`src/rtl/wdt_pkg.sv`:
```
// Package: shared period-select encoding for the bus-start watchdog.
// Assumes a two-bit select field; code values are fixed by behaviour.
package wdt_pkg;
    typedef enum logic [1:0] {
        PER_OFF   = 2'b00,
        PER_LONG  = 2'b01,
        PER_MID   = 2'b10,
        PER_SHORT = 2'b11
    } period_e;
endpackage

```
`src/rtl/wdt_line_sync.sv`:
```
// Module: multi-flop synchroniser for one asynchronous bus line.
// Assumes STAGES >= 2. It resets to 1, the idle level of an open-drain bus,
// so that leaving reset cannot look like an edge.
module wdt_line_sync #(
    parameter int STAGES = 2
) (
    input  logic clk,
    input  logic rst_n,
    input  logic din,
    output logic dout
);
    logic [STAGES-1:0] chain;

    // shift the raw line through the flop chain
    always_ff @(posedge clk) begin
        if (!rst_n) chain <= '1;
        else        chain <= {chain[STAGES-2:0], din};
    end

    assign dout = chain[STAGES-1];
endmodule

```
`src/rtl/wdt_start_detect.sv`:
```
// Module: decodes a bus START (data 1->0 while clock stays 1) from
// synchronised samples. Assumes the sampling clock is much faster than the bus.
module wdt_start_detect #(
    parameter int SYNC_STAGES = 2
) (
    input  logic clk,
    input  logic rst_n,
    input  logic sda_in,
    input  logic scl_in,
    output logic kick
);
    logic sda_s, scl_s, sda_p, scl_p;

    wdt_line_sync #(.STAGES(SYNC_STAGES)) u_sda (
        .clk(clk), .rst_n(rst_n), .din(sda_in), .dout(sda_s));
    wdt_line_sync #(.STAGES(SYNC_STAGES)) u_scl (
        .clk(clk), .rst_n(rst_n), .din(scl_in), .dout(scl_s));

    // keep the previous synchronised sample of each line
    always_ff @(posedge clk) begin
        if (!rst_n) begin
            sda_p <= 1'b1;
            scl_p <= 1'b1;
        end else begin
            sda_p <= sda_s;
            scl_p <= scl_s;
        end
    end

    // START: data falls between two samples, clock high in both
    assign kick = rst_n && sda_p && !sda_s && scl_p && scl_s;

    // a START yields a single-cycle kick
    a_r2_kick_single: assert property (@(posedge clk) disable iff (!rst_n)
        kick |=> !kick);
endmodule

```
`src/rtl/wdt_period_reg.sv`:
```
// Module: the period-select register, modelling nonvolatile bits. It has a
// power-up value, ignores the system reset and honours the write lock.
module wdt_period_reg #(
    parameter logic [1:0] INIT_SEL = 2'b00
) (
    input  logic       clk,
    input  logic       rst_n,
    input  logic       wp_pin,
    input  logic       prot_en,
    input  logic       wr_en,
    input  logic [1:0] wr_sel,
    output logic [1:0] sel_q
);
    logic [1:0] sel_r = INIT_SEL;
    logic       locked;

    assign locked = wp_pin && prot_en;

    // load a new code only through an unlocked write
    always_ff @(posedge clk) begin
        if (wr_en && !locked) sel_r <= wr_sel;
    end

    assign sel_q = sel_r;

    // a locked write leaves the code unchanged
    a_r5_locked_hold: assert property (@(posedge clk) disable iff (!rst_n)
        (wr_en && locked) |=> $stable(sel_q));
    // the system reset alone never changes the code
    a_r7_reset_keeps: assert property (@(posedge clk)
        (!rst_n && !wr_en) |=> $stable(sel_q));
endmodule

```
`src/rtl/wdt_counter.sv`:
```
// Module: tick counter with a selectable limit. It restarts on a kick or on
// expiry and emits a one-cycle timeout. Assumes every limit is >= 2.
module wdt_counter
    import wdt_pkg::*;
#(
    parameter int LIMIT_LONG  = 1400,
    parameter int LIMIT_MID   = 200,
    parameter int LIMIT_SHORT = 25
) (
    input  logic       clk,
    input  logic       rst_n,
    input  logic       tick,
    input  logic       kick,
    input  logic [1:0] sel,
    output logic       timeout
);
    localparam int MAX_LIM = (LIMIT_LONG > LIMIT_MID)
        ? ((LIMIT_LONG > LIMIT_SHORT) ? LIMIT_LONG : LIMIT_SHORT)
        : ((LIMIT_MID > LIMIT_SHORT) ? LIMIT_MID : LIMIT_SHORT);
    localparam int CNT_W = $clog2(MAX_LIM + 1);

    logic [CNT_W-1:0] cnt;
    logic [CNT_W-1:0] last;
    logic             enabled;
    logic             expire;

    // pick the final count value for the selected period
    always_comb begin
        enabled = 1'b1;
        unique case (period_e'(sel))
            PER_LONG:  last = CNT_W'(LIMIT_LONG - 1);
            PER_MID:   last = CNT_W'(LIMIT_MID - 1);
            PER_SHORT: last = CNT_W'(LIMIT_SHORT - 1);
            default: begin
                last    = '0;
                enabled = 1'b0;
            end
        endcase
    end

    // at-or-above compare so that shortening the period cannot skip expiry
    assign expire = enabled && tick && !kick && (cnt >= last);

    // advance on ticks; clear on reset, kick, disable or expiry
    always_ff @(posedge clk) begin
        if (!rst_n || kick || !enabled || expire) cnt <= '0;
        else if (tick)                            cnt <= cnt + 1'b1;
    end

    // register the expiry as a single-cycle pulse
    always_ff @(posedge clk) begin
        if (!rst_n) timeout <= 1'b0;
        else        timeout <= expire;
    end

    // the timeout never lasts two cycles
    a_r6_one_cycle: assert property (@(posedge clk) disable iff (!rst_n)
        timeout |=> !timeout);
    // the off code never times out
    a_r3_off_quiet: assert property (@(posedge clk) disable iff (!rst_n)
        (period_e'(sel) == PER_OFF) |=> !timeout);
    // a kick clears the count and suppresses expiry
    a_r4_kick_clears: assert property (@(posedge clk) disable iff (!rst_n)
        kick |=> (cnt == '0) && !timeout);
    // reset holds the counter cleared
    a_r8_reset_hold: assert property (@(posedge clk)
        !rst_n |=> (cnt == '0) && !timeout);
endmodule

```
`src/rtl/bus_kick_watchdog.sv`:
```
// Module: top of the bus-start watchdog. It ties together START decoding,
// the lockable period register and the expiry counter. Assumes tick is a
// single-cycle strobe from a shared prescaler.
module bus_kick_watchdog #(
    parameter int         SYNC_STAGES = 2,
    parameter int         LIMIT_LONG  = 1400,
    parameter int         LIMIT_MID   = 200,
    parameter int         LIMIT_SHORT = 25,
    parameter logic [1:0] INIT_SEL    = 2'b00
) (
    input  logic       clk,
    input  logic       rst_n,
    input  logic       tick,
    input  logic       sda_in,
    input  logic       scl_in,
    input  logic       wp_pin,
    input  logic       prot_en,
    input  logic       wr_en,
    input  logic [1:0] wr_sel,
    output logic [1:0] sel_q,
    output logic       kick,
    output logic       timeout
);
    wdt_start_detect #(.SYNC_STAGES(SYNC_STAGES)) u_start (
        .clk(clk), .rst_n(rst_n), .sda_in(sda_in), .scl_in(scl_in),
        .kick(kick));

    wdt_period_reg #(.INIT_SEL(INIT_SEL)) u_sel (
        .clk(clk), .rst_n(rst_n), .wp_pin(wp_pin), .prot_en(prot_en),
        .wr_en(wr_en), .wr_sel(wr_sel), .sel_q(sel_q));

    wdt_counter #(
        .LIMIT_LONG(LIMIT_LONG), .LIMIT_MID(LIMIT_MID),
        .LIMIT_SHORT(LIMIT_SHORT)
    ) u_cnt (
        .clk(clk), .rst_n(rst_n), .tick(tick), .kick(kick), .sel(sel_q),
        .timeout(timeout));

    // no kick may arise while the reset is applied
    a_r1_no_kick_in_reset: assert property (@(posedge clk)
        !rst_n |-> !kick);
endmodule

```
`config.mk`:
```
export PLATFORM = sky130hd
export DESIGN_NAME = bus_kick_watchdog
export DESIGN_NICKNAME = d
export VERILOG_FILES = /design/src/rtl/wdt_pkg.sv /design/src/rtl/wdt_line_sync.sv /design/src/rtl/wdt_start_detect.sv /design/src/rtl/wdt_period_reg.sv /design/src/rtl/wdt_counter.sv /design/src/rtl/bus_kick_watchdog.sv
export SDC_FILE = /design/constraint.sdc
export NUM_CORES = 1
export LEC_CHECK = 0
export BUFFER_PORTS_ARGS = -buffer_cell sky130_fd_sc_hd__clkbuf_2
export CAP_MARGIN = 20
export CORE_UTILIZATION = 30
export CTS_BUF_LIST = sky130_fd_sc_hd__clkbuf_8
export CTS_CLUSTER_SIZE = 25
export DETAILED_ROUTE_END_ITERATION = 6
export GPL_TIMING_DRIVEN = 0
export SLEW_MARGIN = 10
export SYNTH_ARGS = -nofsm -noshare
export SYNTH_HDL_FRONTEND = slang
export SYNTH_SLANG_ARGS = --single-unit
export TNS_END_PERCENT = 1
```
`constraint.sdc`:
```
create_clock -name clk -period 2.6 [get_ports clk]
set_clock_uncertainty 0.15 [all_clocks]
set_input_delay 0.13 -clock clk [delete_from_list [all_inputs] [get_ports clk]]
set_output_delay 0.13 -clock clk [all_outputs]
set_load 0.02 [all_outputs]
```
==> run_results.csv <==
group,metric,value,unit
worst_setup_path,worst-r2r-setup-slack,100,ps
clock_tree,cts_inserted_buffers,3,
synth,mappedNetlistNets,136,
route,drt-wirelength-per-cell,11.0,µm
synth,synth_top_area_cell,"sky130_fd_sc_hd__dfxtp_1",
route,post_drt_via_cell_ratio,4.60,
worst_setup_path,nature_of_the_critical_path_startpoint,"flop",
sta,highest_achievable_clock_rate,0.401,GHz
worst_setup_path,rr_startpoint,"u_sel.sel_q[1]",
cells_and_area,layout-drive-gt1-share,0.188,
route,drt_first_pass_iters,2,
floorplan,die_span_in_x,63.0,µm
clock_tree,ctsLongestPathBuffers,2,
floorplan,fp-row-count,21,
cells_and_area,finalNetCount,160,
sta,timing.final.setup_violations,0,
sta,grt_setup_unrepaired,"yes",
place,gp_congestion,0.714,
route,remaining_design_rule_violation_count,0,
worst_setup_path,r2r_cells,9,
sta,final.hold.worst_slack,77.7,ps
min_path,hp-start,"prot_en",
route,detail_route.iter0.violations,9,
floorplan,ios,14,
global_routing,grt_overflow,0,
sta,report.final.hold_viol_count,0,
worst_setup_path,cp_max_fo,4,
outcome,status,"completed",
cells_and_area,layout-area-overhead-vs-synth,20.4,%
min_path,worstHoldPathType,"in2reg",
synth,postSynthRegisterBits,20,
synth,yosysWarnings,0,
clock_tree,cts.root.buffer_cell,"sky130_fd_sc_hd__clkbuf_8",
floorplan,die_area,0.00396,mm²
global_routing,grt_antenna_before_repair,0,
worst_setup_path,setup.worst_path.class,"reg2reg",
sta,slew_headroom,0.774,
sta,post-route-period-util,0.960,
floorplan,placeableCoreArea,0.00344,mm²
route,num_vias,823,
clock_tree,clk_transition_reported_paths,70,ps
worst_setup_path,cp-end-kind,"flop",
floorplan,fp.dieH,63.0,µm
worst_setup_path,cp_launch_point,"u_sel.sel_q[1]",
worst_setup_path,timing.rr.end,"u_cnt.timeout",
synth,synth.top_cell.area_share,0.323,
clock_tree,clock_network_latency_to_the_later_pin_of_the_worst_skew_pair,250,ps
place,placement.cell_area,0.00123,mm²
worst_setup_path,worstPathArrival,2500,ps
run,maxCapViolations,0,
synth,async_set_or_reset_register_ratio_after_synthesis,0,
synth,post_synth_main_area_contributors,"sky130_fd_sc_hd__dfxtp_1, sky130_fd_sc_hd__ha_1, sky130_fd_sc_hd__xor2_1, sky130_fd_sc_hd__edfxtp_1, sky130_fd_sc_hd__nor2_1",
min_path,holdPathStages,2,
synth,mappedNetlistArea,0.00111,mm²
global_routing,grt_start_max_net_pins,12,
synth,post_synth.cell_area_avg,10.1,µm²
clock_tree,cts.htree.levels,1,
global_routing,grt.total_usage,0.101,
power_and_ir_drop,power.ir.vdd_worst,0.238,mV
global_routing,grt_pass1_wl,3.32,mm
clock_tree,tritoncts_num_sinks,20,
cells_and_area,antenna-diode-count,0,
place,port-buffer-count,12,
synth,synth_enable_flop_cells,2,
power_and_ir_drop,power_per_cell_area,475,mW/mm²
place,place.detailed.hpwl,1.49,mm
sta,worstMarginPinSlew,336,ps
global_routing,vias_in_the_first_global_route,763,
route,routed_wirelength,1.97,mm
synth,netlist_instances,110,
synth,synth_sequential_area_ratio,0.377,
sta,layout_min_cycle_time,2500,ps
route,postRouteAntennaNets,0,
power_and_ir_drop,power.leakage,0.605,nW
cells_and_area,stdcell_area,0.00134,mm²
clock_tree,tritoncts,"yes",
min_path,endpoint_worst_hold,"u_sel.sel_q[1]",
worst_setup_path,worstPathRequired,2600,ps
synth,synth.distinct_cells,32,
sta,slew_violations,0,
floorplan,floorplan.initialDensity,0.324,
synth,ys_dominant_reg_cell,"sky130_fd_sc_hd__dfxtp_1",
## sequential cells by signal, indices dropped and copies added, names as in the netlist
name / count
u_cnt.cnt: 11
u_start.u_sda.chain: 2
u_cnt.timeout: 1
u_start.scl_p: 1
u_start.sda_p: 1
u_sel.sel_q: 2
u_start.u_scl.chain: 2
## area by class of cell
| type | count | area (µm²) |
|---|---|---|
| plain buffers | 1 | 5.00 |
| well taps | 46 | 57.6 |
| multi-input cells | 82 | 663 |
| inverters | 7 | 26.3 |
| clock inverters | 1 | 3.75 |
| fillers | 340 | 2100 |
| flip-flops and latches | 20 | 420 |
| repair buffers | 19 | 125 |
| clock buffers | 3 | 41.3 |
## cells in the mapped netlist (2+ instances only)
cell                       count
sky130_fd_sc_hd__nand4_1       2
sky130_fd_sc_hd__o21ai_0       3
sky130_fd_sc_hd__nor2_1       12
sky130_fd_sc_hd__dfxtp_1      18
sky130_fd_sc_hd__nand2_1       3
sky130_fd_sc_hd__xnor2_1       2
sky130_fd_sc_hd__nand3_1       7
sky130_fd_sc_hd__ha_1         16
sky130_fd_sc_hd__a21oi_1       4
sky130_fd_sc_hd__or2b_1        5
sky130_fd_sc_hd__xor2_1        7
sky130_fd_sc_hd__inv_1         7
sky130_fd_sc_hd__and3_1        2
sky130_fd_sc_hd__nor2b_1       2
sky130_fd_sc_hd__a21o_1        2
sky130_fd_sc_hd__edfxtp_1      2
## layout by cell type, fill, tap and decap left out, drive strengths merged, types with 2 or more instances in the layout
master       synthesis  routed
edfxtp               2       2
xnor2                2       2
buf                  1       3
nor2                13      13
nand2b               2       2
a21oi                4       4
nand4                2       2
nor2b                2       2
inv                  7       8
nand3                7       7
and3                 3       3
dfxtp               18      18
nand2                3       3
ha                  16      16
o21ai                4       4
dlygate4sd3          0       5
a21o                 2       2
xor2                 7       7
clkbuf               0      15
or2b                 5       5
## metal layers
layer	up-vias	share of wire	global-route usage
li1	430	-	-
met1	387	0.48	0.128
met2	4	0.50	0.180
met3	2	0.012	0.0164
met4	0	0.0031	0.0174
met5	-	0	0
## logic make-up after synthesis
group           synth area share
simple gates               0.219
buf+inv                   0.0281
xor+xnor                  0.0707
flops                      0.377
mux                      0.00898
fa+ha+maj                  0.180
compound gates             0.117
## critical path: stages, from the launching register on
cell and delay [ps]:
sky130_fd_sc_hd__edfxtp_1 450, sky130_fd_sc_hd__inv_1 110, sky130_fd_sc_hd__ha_1 260, sky130_fd_sc_hd__inv_1 130, sky130_fd_sc_hd__ha_1 260, sky130_fd_sc_hd__and3_4 190
sky130_fd_sc_hd__a221o_1 340, sky130_fd_sc_hd__a31oi_4 210, sky130_fd_sc_hd__o21ai_1 110, sky130_fd_sc_hd__and3_1 190
## how the worst max path moves through the flow
stage / to / cells after the start / slack (ps)
2_1_floorplan: u_cnt.timeout / 9 / 140
3_3_place_gp: u_cnt.timeout / 9 / 130
3_5_place_dp: u_cnt.timeout / 9 / 70
4_1_cts: u_cnt.timeout / 9 / 30
5_1_grt: u_cnt.timeout / 9 / -30
6_report: u_cnt.timeout / 9 / 100
## where the power goes
| group | total (W) | leakage, nW | switching, W | internal, W |
|---|---|---|---|---|
| logic | 0.000112 | 0.412 | 0.0000596 | 0.0000523 |
| registers | 0.000326 | 0.166 | 0.00000612 | 0.000320 |
| clock network | 0.000200 | 0.0269 | 0.0000949 | 0.000105 |
| total | 0.000638 | 0.605 | 0.000161 | 0.000477 |
## per-stage QoR
| step | utilization | power (W) | worst slack (ps) | TNS, ps | std cells |
|---|---|---|---|---|---|
| CTS | 0.386 | 0.000642 | 31.3 | 0 | 177 |
| floorplan | - | 0.000409 | 142 | 0 | 110 |
| global placement | 0.358 | 0.000431 | 128 | 0 | 168 |
| finish | 0.390 | 0.000638 | 103 | 0 | 179 |
| detailed placement | 0.358 | 0.000436 | 67.7 | 0 | 168 |
| global route | 0.390 | 0.000674 | -26.8 | -30.6 | 179 |
## what timing repair did
item | 4_1_cts | 5_1_grt
buffers inserted | 0 | 2
endpoints found under the hold margin | 5 | 0
endpoints found under the setup margin | 0 | 12
hold buffers | 5 | 0
resized for setup | 0 | 1
No activity file was read; power rests on OpenSTA's default activity.
